## src/rtl/divstep_pkg.sv

```systemverilog
package divstep_pkg;

   typedef struct packed {
      logic q;
      logic m;
      logic t;
   } divflags_t;

   typedef enum logic [2:0] {
      CMD_IDLE  = 3'd0,
      CMD_UINIT = 3'd1,
      CMD_SINIT = 3'd2,
      CMD_STEP  = 3'd3,
      CMD_TLOAD = 3'd4
   } divcmd_e;

endpackage

```

## src/rtl/divstep_cmd_sel.sv

```systemverilog
module divstep_cmd_sel
   import divstep_pkg::*;
(
   input  logic    init_unsigned,
   input  logic    init_signed,
   input  logic    step,
   input  logic    load_t,
   output divcmd_e cmd
);

   // Fixed priority: unsigned init, signed init, step, T write
   always_comb begin
      if (init_unsigned)    cmd = CMD_UINIT;
      else if (init_signed) cmd = CMD_SINIT;
      else if (step)        cmd = CMD_STEP;
      else if (load_t)      cmd = CMD_TLOAD;
      else                  cmd = CMD_IDLE;
   end

endmodule

```

## src/rtl/divstep_alu.sv

```systemverilog
module divstep_alu
   import divstep_pkg::*;
#(
   parameter int WIDTH            = 32,
   parameter bit CARRY_BY_COMPARE = 1'b0
) (
   input  logic [WIDTH-1:0] rn,
   input  logic [WIDTH-1:0] rm,
   input  divflags_t        flags,
   output logic [WIDTH-1:0] rn_next,
   output logic             q_next,
   output logic             t_next
);

   localparam int MSB = WIDTH - 1;

   logic [WIDTH-1:0] shifted;
   logic             add_mode;
   logic [WIDTH-1:0] result;
   logic             cout;

   assign shifted  = {rn[MSB-1:0], flags.t};
   assign add_mode = flags.q ^ flags.m;

   generate
      if (CARRY_BY_COMPARE) begin : g_cmp
         // carry/borrow recovered by magnitude compare of result and operand
         always_comb begin
            if (add_mode) begin
               result = shifted + rm;
               cout   = (result < shifted);
            end else begin
               result = shifted - rm;
               cout   = (result > shifted);
            end
         end
      end else begin : g_ext
         // carry/borrow taken from one extra adder bit
         logic [WIDTH:0] ext;
         always_comb begin
            if (add_mode) ext = {1'b0, shifted} + {1'b0, rm};
            else          ext = {1'b0, shifted} - {1'b0, rm};
         end
         assign result = ext[MSB:0];
         assign cout   = ext[WIDTH];
      end
   endgenerate

   assign rn_next = result;
   assign q_next  = rn[MSB] ^ flags.m ^ cout;
   assign t_next  = (q_next == flags.m);

endmodule

```

## src/rtl/divstep_flag_reg.sv

```systemverilog
module divstep_flag_reg
   import divstep_pkg::*;
(
   input  logic      clk,
   input  logic      rst_n,
   input  divcmd_e   cmd,
   input  logic      sign_rn,
   input  logic      sign_rm,
   input  logic      step_q,
   input  logic      step_t,
   input  logic      t_in,
   output divflags_t flags
);

   always_ff @(posedge clk or negedge rst_n) begin
      if (!rst_n) begin
         flags <= '0;
      end else begin
         unique case (cmd)
            CMD_UINIT: flags <= '0;
            CMD_SINIT: begin
               flags.q <= sign_rn;
               flags.m <= sign_rm;
               flags.t <= sign_rn ^ sign_rm;
            end
            CMD_STEP: begin
               flags.q <= step_q;
               flags.t <= step_t;
            end
            CMD_TLOAD: flags.t <= t_in;
            default: flags <= flags;
         endcase
      end
   end

   AST_UINIT_CLEARS: assert property (@(posedge clk) disable iff (!rst_n)
      (cmd == CMD_UINIT) |=> (flags == '0));

   AST_SINIT_LOADS: assert property (@(posedge clk) disable iff (!rst_n)
      (cmd == CMD_SINIT) |=> (flags.q == $past(sign_rn) && flags.m == $past(sign_rm)
                              && flags.t == (flags.q ^ flags.m)));

   AST_STEP_T_MATCH: assert property (@(posedge clk) disable iff (!rst_n)
      (cmd == CMD_STEP) |=> (flags.t == (flags.q == flags.m)));

   AST_STEP_M_HOLD: assert property (@(posedge clk) disable iff (!rst_n)
      (cmd == CMD_STEP) |=> $stable(flags.m));

   AST_TLOAD_ONLY_T: assert property (@(posedge clk) disable iff (!rst_n)
      (cmd == CMD_TLOAD) |=> (flags.t == $past(t_in) && $stable(flags.q) && $stable(flags.m)));

   AST_IDLE_HOLD: assert property (@(posedge clk) disable iff (!rst_n)
      (cmd == CMD_IDLE) |=> $stable(flags));

endmodule

```

## src/rtl/divstep_unit.sv

```systemverilog
module divstep_unit
   import divstep_pkg::*;
#(
   parameter int WIDTH            = 32,
   parameter bit CARRY_BY_COMPARE = 1'b0
) (
   input  logic             clk,
   input  logic             rst_n,
   input  logic             init_unsigned,
   input  logic             init_signed,
   input  logic             step,
   input  logic             load_t,
   input  logic             t_in,
   input  logic [WIDTH-1:0] rn_in,
   input  logic [WIDTH-1:0] rm_in,
   output logic [WIDTH-1:0] rn_out,
   output logic             q_flag,
   output logic             m_flag,
   output logic             t_flag
);

   localparam int MSB = WIDTH - 1;

   generate
      if (WIDTH < 2) begin : g_bad_width
         $error("divstep_unit: WIDTH must be at least 2");
      end
   endgenerate

   divcmd_e   cmd;
   divflags_t flags;
   logic      step_q;
   logic      step_t;

   divstep_cmd_sel i_cmd_sel (
      .init_unsigned (init_unsigned),
      .init_signed   (init_signed),
      .step          (step),
      .load_t        (load_t),
      .cmd           (cmd)
   );

   divstep_alu #(
      .WIDTH            (WIDTH),
      .CARRY_BY_COMPARE (CARRY_BY_COMPARE)
   ) i_alu (
      .rn      (rn_in),
      .rm      (rm_in),
      .flags   (flags),
      .rn_next (rn_out),
      .q_next  (step_q),
      .t_next  (step_t)
   );

   divstep_flag_reg i_flags (
      .clk     (clk),
      .rst_n   (rst_n),
      .cmd     (cmd),
      .sign_rn (rn_in[MSB]),
      .sign_rm (rm_in[MSB]),
      .step_q  (step_q),
      .step_t  (step_t),
      .t_in    (t_in),
      .flags   (flags)
   );

   assign q_flag = flags.q;
   assign m_flag = flags.m;
   assign t_flag = flags.t;

   AST_SUB_INVERTS: assert property (@(posedge clk) disable iff (!rst_n)
      (q_flag == m_flag) |-> (rn_out + rm_in == {rn_in[MSB-1:0], t_flag}));

   AST_ADD_INVERTS: assert property (@(posedge clk) disable iff (!rst_n)
      (q_flag != m_flag) |-> (rn_out - rm_in == {rn_in[MSB-1:0], t_flag}));

endmodule

```

## config.mk

```make
export PLATFORM = sky130hd
export DESIGN_NAME = divstep_unit
export DESIGN_NICKNAME = d
export VERILOG_FILES = /design/src/rtl/divstep_pkg.sv /design/src/rtl/divstep_cmd_sel.sv /design/src/rtl/divstep_alu.sv /design/src/rtl/divstep_flag_reg.sv /design/src/rtl/divstep_unit.sv
export SDC_FILE = /design/constraint.sdc
export NUM_CORES = 1
export LEC_CHECK = 0
export CORE_MARGIN = 5
export CORE_UTILIZATION = 55
export DETAILED_ROUTE_END_ITERATION = 10
export DONT_BUFFER_PORTS = 1
export MAX_ROUTING_LAYER = met4
export PLACE_DENSITY = 0.73
export SLEW_MARGIN = 20
export SYNTH_ARGS = -nofsm -noshare
export SYNTH_HDL_FRONTEND = slang
export SYNTH_SLANG_ARGS = --single-unit
```

## constraint.sdc

```tcl
create_clock -name clk -period 15.05 [get_ports clk]
set_input_delay 3.01 -clock clk [delete_from_list [all_inputs] [get_ports clk]]
set_output_delay 3.01 -clock clk [all_outputs]
set_load 0.01 [all_outputs]
```

# Word level (Yosys, flattened, before mapping)
# Index checks and enable logic that the tools add are counted.
[totals]
wordCells = 25
mem_count = 0
out_inout_bits = 35
input_bits = 71
latchBits = 0
mem_bits_rw = 0
romBits = 0
reg_bits = 3
[op_classes]
div = 0
shifts = 0
n_eq_ne = 5
order_cmp = 0
n_bitwise = 4
add_sub_neg = 2
n_reduce_logical = 3
n_mux = 8
n_mul = 0
[ops]
columns = ["operator", "count"]
rows = [
  ["adder 32 x 32 -> 33 bit", 1],
  ["2-to-1 mux 33 bit", 1],
  ["subtractor 32 x 32 -> 33 bit", 1],
  ["2-to-1 mux 3 bit", 4],
  ["equality test 3 x 2 -> 1 bit (second input constant)", 2],
  ["one-hot mux 1 bit (4 select lines)", 1],
  ["nonzero test 4 bit", 1],
  ["XOR 1 bit", 4],
  ["equality test 3 x 1 -> 1 bit (second input constant)", 1],
  ["equality test 3 bit (second input constant)", 1],
  ["one-hot mux 1 bit (3 select lines)", 1],
  ["nonzero test 3 bit", 1],
  ["one-hot mux 1 bit (2 select lines)", 1],
  ["nonzero test 2 bit", 1],
  ["equality test 1 bit", 1],
]

# Logic depth before layout (Yosys ltp)
# Gate-level depths: netlist of the first run.
[depth]
depth_word = 6
mapped_depth = 18
ltp_nobuf = 17

# Hierarchy
# A second synthesis of the first run with hierarchy kept.
[unflattened]
cells_unflattened = 379
hier_area_um2 = 2708.8
[by_module_without_submodules]
columns = ["module", "instances", "cells_per_inst", "area_per_inst_um2", "seq_area_each_um2"]
rows = [
  ["divstep_alu", 1, 355, 2482.4, 0.0],
  ["divstep_flag_reg", 1, 19, 191.4, 75.1],
  ["divstep_cmd_sel", 1, 5, 35.0, 0.0],
]

# Worst setup path after synthesis of the first run
# OpenSTA, ideal clock, no wires.
[synth_timing]
path_type = "input port to output port"
from = "input rm_in[11]"
to = "output rn_out[30]"
path_slack_ns = 5.018
stages = 16
t_required_ns = 12.040
arrival_time_ns = 7.022
n_path_buf = 1
cell_sequence = "or4_4 or4_4 or2_2 nor2_1 a21oi_1 xor2_1 ha_1 clkbuf_1 nand3_1 or2_0 a2111oi_0 a21bo_2 and2_1 o21ai_0 a31oi_1 o311ai_0"
[synth_via]
elab_chain_len = 2
elab_cells_between_ends = 3
classes_between = "2 x add/sub; 1 x mux"
[synth_rtl]
columns = ["item", "line_no", "rtl"]
rows = [
  ["start, declared", "divstep_unit.sv:15", "input logic [WIDTH-1:0] rm_in,"],
  ["subtractor 32 x 32 -> 33 bit or adder 32 x 32 -> 33 bit (tied branches)", "divstep_alu.sv:42, divstep_alu.sv:41", ""],
  ["2-to-1 mux 33 bit *", "divstep_alu.sv:41", "if (add_mode) ext = {1'b0, shifted} + {1'b0, rm};"],
  ["end, declared", "divstep_unit.sv:16", "output logic [WIDTH-1:0] rn_out,"],
]
# Mark *: on every way between the ends. The rest lies on a longest branch, timed or not.

# Worst setup path in the final report of the first run
# Ends and elaborated chain as after synthesis.

==> impl_metrics.json, run 1 <==
{
  "status": "completed",
  "wl_per_cell_um": 16.6,
  "drtPass1Iterations": 4,
  "hold_class": "flop to flop",
  "root_buffer": "clkbuf_8",
  "route.detailed.drc": 0,
  "die_width_um": 78.6,
  "die_y_um": 78.6,
  "fin_setup_tns_ns": 0,
  "cts-resized-gates": 0,
  "initial_core_util": 0.558,
  "top_register": "i_flags.flags",
  "viasPerCell": 6.54,
  "p_leak_nw": 1.12,
  "syn_avg_cell_area_um2": 7.14,
  "drv_slew": 0,
  "critPathBufInv": 0,
  "p_total_w": 0.000306,
  "syn_nets": 467,
  "ctsHtreeMaxLevel": 1,
  "path_cells": "or4_4, or4_4, or2_2, o41ai_1, xnor2_1, ha_1, nand3_1, or2_0, a2111oi_0, a21bo_2, and2_1, o21ai_0, a31oi_1, o311ai_0",
  "worst_pin_slew_ns": 0.759,
  "ios": 106,
  "grt_max_degree": 14,
  "finClkSkew_ns": 0.00269,
  "synth_cells": 362,
  "post_cts_buffers": 0,
  "clock-sinks": 3,
  "drive_gt1_frac": 0.0501,
  "worstPathRequired_ns": 12.04,
  "power_frac_comb": 0.890,
  "holdBufCountCts": 0,
  "clock.fmax_ghz": 0.0968,
  "track_usage": 0.226,
  "synth_edf_count": 0,
  "p_seq_frac": 0.035,
  "ys_seq_area_frac": 0.0290,
  "period_share": 0.686,
  "rsz0062_at_grt": "no",
  "coreArea_um2": 4630,
  "antenna_found_initial": 0,
  "powerDensity_nw_per_um2": 114,
  "cts_tree": "yes",
  "path_common_cell": "or4_4",
  "critical-path-top-delay-family": "compound AO/OA/AOI/OAI gates",
  "routed_wl_um": 6860,
  "slew_headroom": 0.481,
  "first_global_vias": 2588,
  "critPathKind": "primary input to output port",
  "hpwl_um": 5880,
  "ys_warn_count": 0,
  "setup_viol": 0,
  "gp_congestion": 0.939,
  "reg_top3": "i_flags.flags: 3 flops",
  "grt_pass1_wl_um": 11600,
  "pwr-share-clk": 0.076,
  "rows": 25,
  "fin_crit_ns": 10.33,
  "slowest_stage": "o311ai_0",
  "switchingPower_w": 0.000171,
  "async_reset_ff_frac": 1.00,
  "cap_violations": 0,
  "crit_fanout": 5,
  "nets": 465,
  "path_clk_slew_ns": 0.03,
  "drtIter0Drc": 138,
  "grt_overflow": 0,
  "swShare": 0.559,
  "insertion_delay_ns": 0.21,
  "die_area_um2": 6170,
  "p_int_w": 0.000135,
  "numCtsBuffers": 3,
  "cts.path.max_buffers": 2,
  "largest_reg_flops": 3,
  "drtAntennaViolNets": 0,
  "vdd_drop_max_v": 0.0000843,
  "yosys_register_bits": 3,
  "slowest_delay_ns": 0.59,
  "yosysUniqueCellTypes": 55,
  "vias": 2699,
  "syn2layout_area_growth_pct": 3.78,
  "critPathArrivalTime_ns": 7.32,
  "worstSetupStartpointType": "primary input",
  "n_antenna_cell": 0,
  "synth_flop_cell": "dfrtp_1",
  "port_buffers": 0,
  "hold_violations": 0,
  "endpoint_kind": "output port",
  "synthesis.area_um2": 2580
}
[per-stage QoR]
step | hold WS [ns] | setup slack, ns | cell area [um^2] | cells | util
after floorplan | 0.747 | 5.02 | 2580 | 362 | -
after global placement | 0.738 | 4.70 | 2640 | 409 | 0.570
after detailed placement | 0.742 | 4.72 | 2640 | 409 | 0.570
after CTS | 0.738 | 4.71 | 2680 | 413 | 0.579
after global routing | 0.777 | 4.35 | 2680 | 413 | 0.579
final | 0.733 | 4.72 | 2680 | 413 | 0.579
[path summary, 6_finish.rpt]
| path | startpoint | end | slack, ns | cells past startpoint |
|---|---|---|---|---|
| hold / removal | i_flags.flags[1] | i_flags.flags[1] | 0.73 | 2 |
| setup / recovery | rm_in[11] | rn_out[30] | 4.72 | 14 |
| max in group asynchronous | rst_n | i_flags.flags[1] | 12.49 | 0 |
| setup reg to reg | i_flags.flags[1] | i_flags.flags[2] | 10.78 | 13 |
| hold reg to reg | i_flags.flags[1] | i_flags.flags[1] | 0.73 | 2 |
| min in group asynchronous | rst_n | i_flags.flags[2] | 2.49 | 0 |
[synthesized netlist by cell type (2+ instances only)]
library cell	n	share of area
nor2_1	34	0.049
nand4_1	4	0.0097
a211o_1	2	0.0068
o41ai_1	5	0.017
mux2i_1	2	0.0077
o21a_1	5	0.015
clkbuf_1	8	0.012
or4_1	3	0.0087
nand2_1	28	0.041
nand2b_1	7	0.017
or2_2	3	0.0073
o21ai_0	23	0.045
o21bai_1	4	0.012
o211ai_1	2	0.0058
xnor2_1	37	0.13
a21oi_1	42	0.081
o31ai_1	9	0.026
and3_1	3	0.0073
nor2b_1	4	0.0097
a21o_1	16	0.046
a311oi_1	2	0.0068
o311ai_0	3	0.010
inv_1	7	0.010
dfrtp_1	3	0.029
nand3_1	8	0.015
or4_4	4	0.017
nor3_1	9	0.017
xor2_1	17	0.058
a2111oi_0	4	0.014
ha_1	33	0.16
nand3b_1	3	0.0087
a211oi_1	5	0.015
[cell usage in the layout (no fill, tap or decap), types with 4 or more instances in the layout]
cell / n
o21a_1: 5
xor2_1: 17
nand4_1: 4
o21ai_0: 23
or4_4: 4
a21oi_1: 42
nand2b_1: 7
o31ai_1: 9
xnor2_1: 36
nand2_1: 28
o41ai_1: 5
nand3_1: 8
ha_1: 33
inv_1: 7
o21bai_1: 4
a211oi_1: 5
nor3_1: 9
nor2_1: 34
a2111oi_0: 4
a21o_1: 16
nor2b_1: 4
[worst min-delay path, cell delays in order, from the launching register on]
cell,delay (ns)
dfrtp_1,0.50
nand2_1,0.14
a21oi_1,0.06
[power groups by stage]
stage          registers [W]  clock network, W  logic (W)
3_3_place_gp       0.0000107                 0   0.000269
2_1_floorplan      0.0000101                 0   0.000230
4_1_cts            0.0000107         0.0000237   0.000273
6_report           0.0000106         0.0000232   0.000273
5_1_grt            0.0000109         0.0000253   0.000304
3_5_place_dp       0.0000107                 0   0.000271
[per-layer routing]
layer,part of all wire,global-route usage
met5,0,-
met4,0.017,0.0437
met3,0.10,0.0619
met2,0.45,0.363
met1,0.43,0.285
[area by class of cell]
cell class	count	area, um^2
multi-input cells	344	2460
fillers	476	1950
well taps	54	67.6
repair buffers	1	7.51
flip-flops and latches	3	75.1
inverters	7	26.3
clock buffers	4	45.0
[kinds of logic after synthesis]
group	synth area share
AOI/OAI and AO/OA	0.344
and+or+nand+nor	0.237
xor gates and xnor gates	0.183
adders and majority gates	0.167
buffers and inverters	0.0218
muxes	0.0179
DFF	0.0290
No activity file was read; power rests on OpenSTA's default activity.
==> inputs of run 2 (changes only) <==
PLACE_DENSITY = 0.76   (was 0.73)
clock period = 9.3 ns   (was 15.05 ns; I/O delays follow)
==> run 2 against run 1 <==
  * Final area did not move
  * Die area stayed put
  * Highest routed layer unchanged
  * Register-to-register slack got worse by 5.8 ns
  * Routed wire length is 1.8% higher
  * Global-route usage barely moved
==> impl_metrics.json, run 2 (synthesis results as in run 1) <==
{
  "worst_pin_slew_ns": 0.694,
  "p_leak_nw": 1.12,
  "path_clk_slew_ns": 0.03,
  "powerDensity_nw_per_um2": 185,
  "path_common_cell": "or4_4",
  "post_cts_buffers": 0,
  "cts-resized-gates": 0,
  "top_register": "i_flags.flags",
  "fin_setup_tns_ns": 0,
  "numCtsBuffers": 3,
  "clock-sinks": 3,
  "met1_usage": 0.280,
  "clock.fmax_ghz": 0.122,
  "hpwl_um": 5910,
  "worstSetupStartpointType": "primary input",
  "holdWs_ns": 0.736,
  "grt_pass1_wl_um": 11600,
  "rsz0062_at_grt": "no",
  "busiest_layer": "met2",
  "antenna_found_initial": 0,
  "status": "completed",
  "drv_slew": 0,
  "port_buffers": 0,
  "cts_tree": "yes",
  "slew_headroom": 0.536,
  "ios": 106,
  "root_buffer": "clkbuf_8",
  "holdCritStartpoint": "i_flags.flags[1]",
  "layout_commonest_cell": "a21oi_1",
  "die_width_um": 78.6,
  "grtUsageMet3": 0.0505,
  "initial_core_util": 0.558,
  "reg2reg_slack_ns": 5.00,
  "drtPass1Iterations": 4,
  "nets": 465,
  "slowest_stage": "o311ai_0",
  "die_y_um": 78.6,
  "critPathKind": "primary input to output port",
  "gp_congestion": 0.940,
  "fin_crit_ns": 8.17,
  "vdd_drop_max_v": 0.000123,
  "slowest_delay_ns": 0.61,
  "wl_per_cell_um": 16.9,
  "holdBufCountCts": 0,
  "whs_path_depth": 2,
  "critPathArrivalTime_ns": 6.31,
  "endpoint_kind": "output port",
  "grt_overflow": 0,
  "hold_violations": 0,
  "insertion_delay_ns": 0.21,
  "worstPathRequired_ns": 7.44,
  "drive_gt1_frac": 0.0501,
  "rows": 25,
  "ff2ff_path_depth": 13,
  "routed_wl_um": 6980,
  "viasPerCell": 6.58,
  "drtAntennaViolNets": 0,
  "final_util": 0.579,
  "track_usage": 0.226,
  "ctsHtreeMaxLevel": 1,
  "grt_max_degree": 16,
  "largest_reg_flops": 3,
  "n_antenna_cell": 0,
  "path_cells": "or4_4, or4_4, or2_2, o41ai_1, xnor2_1, ha_1, nand3_1, or2_0, a2111oi_0, a21bo_2, and2_1, o21ai_0, a31oi_1, o311ai_0",
  "cap_violations": 0,
  "critical-path-top-delay-family": "compound AO/OA/AOI/OAI gates",
  "die_area_um2": 6170,
  "period_share": 0.879,
  "crit_fanout": 7,
  "first_global_vias": 2612,
  "hold_class": "flop to flop",
  "fill_cells": 459,
  "r2r-end": "i_flags.flags[2]",
  "cts.path.max_buffers": 2,
  "whs_endpoint": "i_flags.flags[1]",
  "syn2layout_area_growth_pct": 3.78,
  "r2r-start": "i_flags.flags[1]",
  "vias": 2717,
  "grt_util_met2": 0.379,
  "reg_top3": "i_flags.flags: 3 flops",
  "setup_viol": 0,
  "drtIter0Drc": 112,
  "route.detailed.drc": 0,
  "final_cell_mix": "a21oi_1, xnor2_1, nor2_1",
  "coreArea_um2": 4630,
  "critPathBufInv": 0,
  "finClkSkew_ns": 0.000624
}
## run 2: report_power, final
| group | internal (W) | leakage, nW | total [W] | switching, W |
|---|---|---|---|---|
| logic | 0.000175 | 1.05 | 0.000441 | 0.000266 |
| registers | 0.0000144 | 0.0392 | 0.0000172 | 0.00000275 |
| clock network | 0.0000292 | 0.0228 | 0.0000372 | 0.00000800 |
| total | 0.000219 | 1.12 | 0.000495 | 0.000277 |
## run 2: layer usage
layer,vias up,part of all wire
met5,-,0
met4,0,0.011
met3,8,0.076
met2,92,0.47
met1,1251,0.44
li1,1366,-
## run 2: how the worst max path moves through the flow
| stage | from | end | slack, ns | cells past startpoint |
|---|---|---|---|---|
| finish | rm_in[11] | rn_out[30] | 1.13 | 14 |
| CTS | rm_in[11] | rn_out[30] | 1.14 | 14 |
| global route | rm_in[11] | rn_out[30] | 0.84 | 14 |
| detailed placement | rm_in[11] | rn_out[30] | 1.15 | 14 |
| floorplan | rm_in[11] | rn_out[30] | 1.57 | 16 |
| global placement | rm_in[11] | rn_out[30] | 1.32 | 14 |
## run 2: layout make-up
type,instances,area [um^2],area share
Timing Repair Buffer,1,7.51,0.00280
Tap cell,54,67.6,0.0252
Multi-Input combinational cell,344,2460,0.917
Sequential cell,3,75.1,0.0280
Clock buffer,4,45.0,0.0168
Inverter,7,26.3,0.00979
## run 2: worst reg2reg max path, stage by stage (launching register included)
cell and delay, ns:
dfrtp_1 0.50, xnor2_2 0.47, buf_4 0.31, o21ai_0 0.14, xnor2_1 0.15, ha_1 0.36, nand2_1 0.13, o21bai_1 0.19
a2111oi_0 0.38, a21bo_2 0.28, a2111oi_0 0.54, or4_4 0.26, mux2_4 0.30, nor4_2 0.20
## run 2: through the flow
| step | area [um^2] | std cells | total power, W | worst slack [ns] |
|---|---|---|---|---|
| 5_1_grt | 2680 | 413 | 0.000548 | 0.835 |
| 3_5_place_dp | 2640 | 409 | 0.000456 | 1.15 |
| 2_1_floorplan | 2580 | 362 | 0.000389 | 1.57 |
| 4_1_cts | 2680 | 413 | 0.000496 | 1.14 |
| 3_3_place_gp | 2640 | 409 | 0.000450 | 1.32 |
| 6_report | 2680 | 413 | 0.000495 | 1.13 |
==> inputs of run 3 (changes only) <==
PLACE_DENSITY = 0.73   (was 0.76)
==> run 3 against run 2 <==
  * First-iteration DRC count fell by 1.8%
  * Via count is 1.5% lower
  * Clock-buffer cell count is the same
  * Final area did not move
  * Sequential cell count is the same
  * Global-route usage up 0.068 points
  * Final cell count is the same
==> impl_metrics.json, run 3 (synthesis results as in run 1) <==
{
  "die_y_um": 78.6,
  "grt_overflow": 0,
  "status": "completed",
  "root_buffer": "clkbuf_8",
  "pwr-share-clk": 0.076,
  "largest_reg_flops": 3,
  "drtIter0Drc": 110,
  "n_antenna_cell": 0,
  "final_cells": 413,
  "coreArea_um2": 4630,
  "initial_core_util": 0.558,
  "p_int_w": 0.000219,
  "vias": 2675,
  "reg2reg_slack_ns": 5.02,
  "top_register": "i_flags.flags",
  "grt_max_degree": 14,
  "die_width_um": 78.6,
  "rows": 25,
  "cts-resized-gates": 0,
  "period_share": 0.868,
  "swShare": 0.558,
  "crit_fanout": 5,
  "gp_congestion": 0.939,
  "worstSetupStartpointType": "primary input",
  "placed_area_um2": 2640,
  "worstPathRequired_ns": 7.44,
  "fill_cells": 481,
  "drv_slew": 0,
  "antenna_found_initial": 0,
  "slew_headroom": 0.437,
  "wl_per_cell_um": 16.6,
  "clock.fmax_ghz": 0.124,
  "ctsHtreeMaxLevel": 1,
  "setup_viol": 0,
  "layout_commonest_cell": "a21oi_1",
  "path_clk_slew_ns": 0.03,
  "dp.cells": 409,
  "worst_pin_slew_ns": 0.823,
  "holdBufCountCts": 0,
  "die_area_um2": 6170,
  "numCtsBuffers": 3,
  "fin_crit_ns": 8.07,
  "first_global_vias": 2614,
  "port_buffers": 0,
  "cap_violations": 0,
  "finClkSkew_ns": 0.00262,
  "cts.path.max_buffers": 2,
  "critPathArrivalTime_ns": 6.21,
  "p_leak_nw": 1.12,
  "nets": 465,
  "final_cell_mix": "a21oi_1, xnor2_1, nor2_1",
  "rsz0062_at_grt": "no",
  "clock-sinks": 3,
  "reg_top3": "i_flags.flags: 3 flops",
  "fin_setup_tns_ns": 0,
  "routed_wl_um": 6850,
  "drive_gt1_frac": 0.0501,
  "vdd_drop_max_v": 0.000156,
  "drtAntennaViolNets": 0,
  "final_util": 0.579,
  "critPathKind": "primary input to output port",
  "p_total_w": 0.000495,
  "power_frac_comb": 0.890,
  "grt_pass1_wl_um": 11700,
  "post_cts_buffers": 0,
  "syn2layout_area_growth_pct": 3.78,
  "drtPass1Iterations": 4,
  "ios": 106,
  "route.detailed.drc": 0,
  "p_seq_frac": 0.035,
  "switchingPower_w": 0.000277,
  "hold_class": "flop to flop",
  "track_usage": 0.227,
  "stdcell_area_um2": 2680,
  "hold_violations": 0,
  "insertion_delay_ns": 0.21,
  "endpoint_kind": "output port",
  "viasPerCell": 6.48,
  "powerDensity_nw_per_um2": 185,
  "hpwl_um": 5890,
  "cts_tree": "yes"
}
-- run 3: cell counts in the layout (fill, tap and decap cells not counted) --
No cell type changed its count.
-- run 3: metrics by stage --
step	hold WS, ns	setup WS (ns)
floorplan	0.747	1.57
global route	0.776	0.850
detailed placement	0.743	1.24
CTS	0.739	1.23
finish	0.736	1.23
global placement	0.738	1.25
-- run 3: worst max-delay path, stage by stage --
cell and delay, ns:
or4_4 0.54, or4_4 0.46, or2_2 0.35, o41ai_1 0.33, xnor2_1 0.12, ha_1 0.37, nand3_1 0.13, or2_0 0.21
a2111oi_0 0.25, a21bo_2 0.28, and2_1 0.15, o21ai_0 0.37, a31oi_1 0.18, o311ai_0 0.59
-- run 3: power by group through the flow --
stage | clock (W) | sequential (W) | combinational, W
final | 0.0000374 | 0.0000172 | 0.000441
after global routing | 0.0000402 | 0.0000176 | 0.000492
after CTS | 0.0000374 | 0.0000173 | 0.000442
after detailed placement | 0 | 0.0000174 | 0.000439
after global placement | 0 | 0.0000173 | 0.000436
after floorplan | 0 | 0.0000163 | 0.000373
-- run 3: cell type report --
type,instances,area (um^2),area share
clock buffer,4,45.0,0.0168
tap,54,67.6,0.0252
timing repair buffer,1,7.51,0.00280
multi-input combinational,344,2460,0.917
inverter,7,26.3,0.00979
sequential,3,75.1,0.0280
-- run 3: routing by layer --
layer  part of all wire  routed length (um)  up-vias  track usage
li1                   -                   -     1368            -
met1               0.44                3000     1207        0.286
met2               0.45                3090       92        0.370
met3              0.099                 678        8       0.0654
met4              0.012                  81        0       0.0245
met5                  0                   0        -            -
-- run 3: path summary, 6_finish.rpt --
path                                       start          endpoint  cells past startpoint
max in group asynchronous                  rst_n  i_flags.flags[1]                      0
worst max-delay path                   rm_in[11]        rn_out[30]                     14
worst max register to register  i_flags.flags[1]  i_flags.flags[2]                     13
worst min-delay path            i_flags.flags[1]  i_flags.flags[1]                      2
min in group asynchronous                  rst_n  i_flags.flags[2]                      0
worst min register to register  i_flags.flags[1]  i_flags.flags[1]                      2
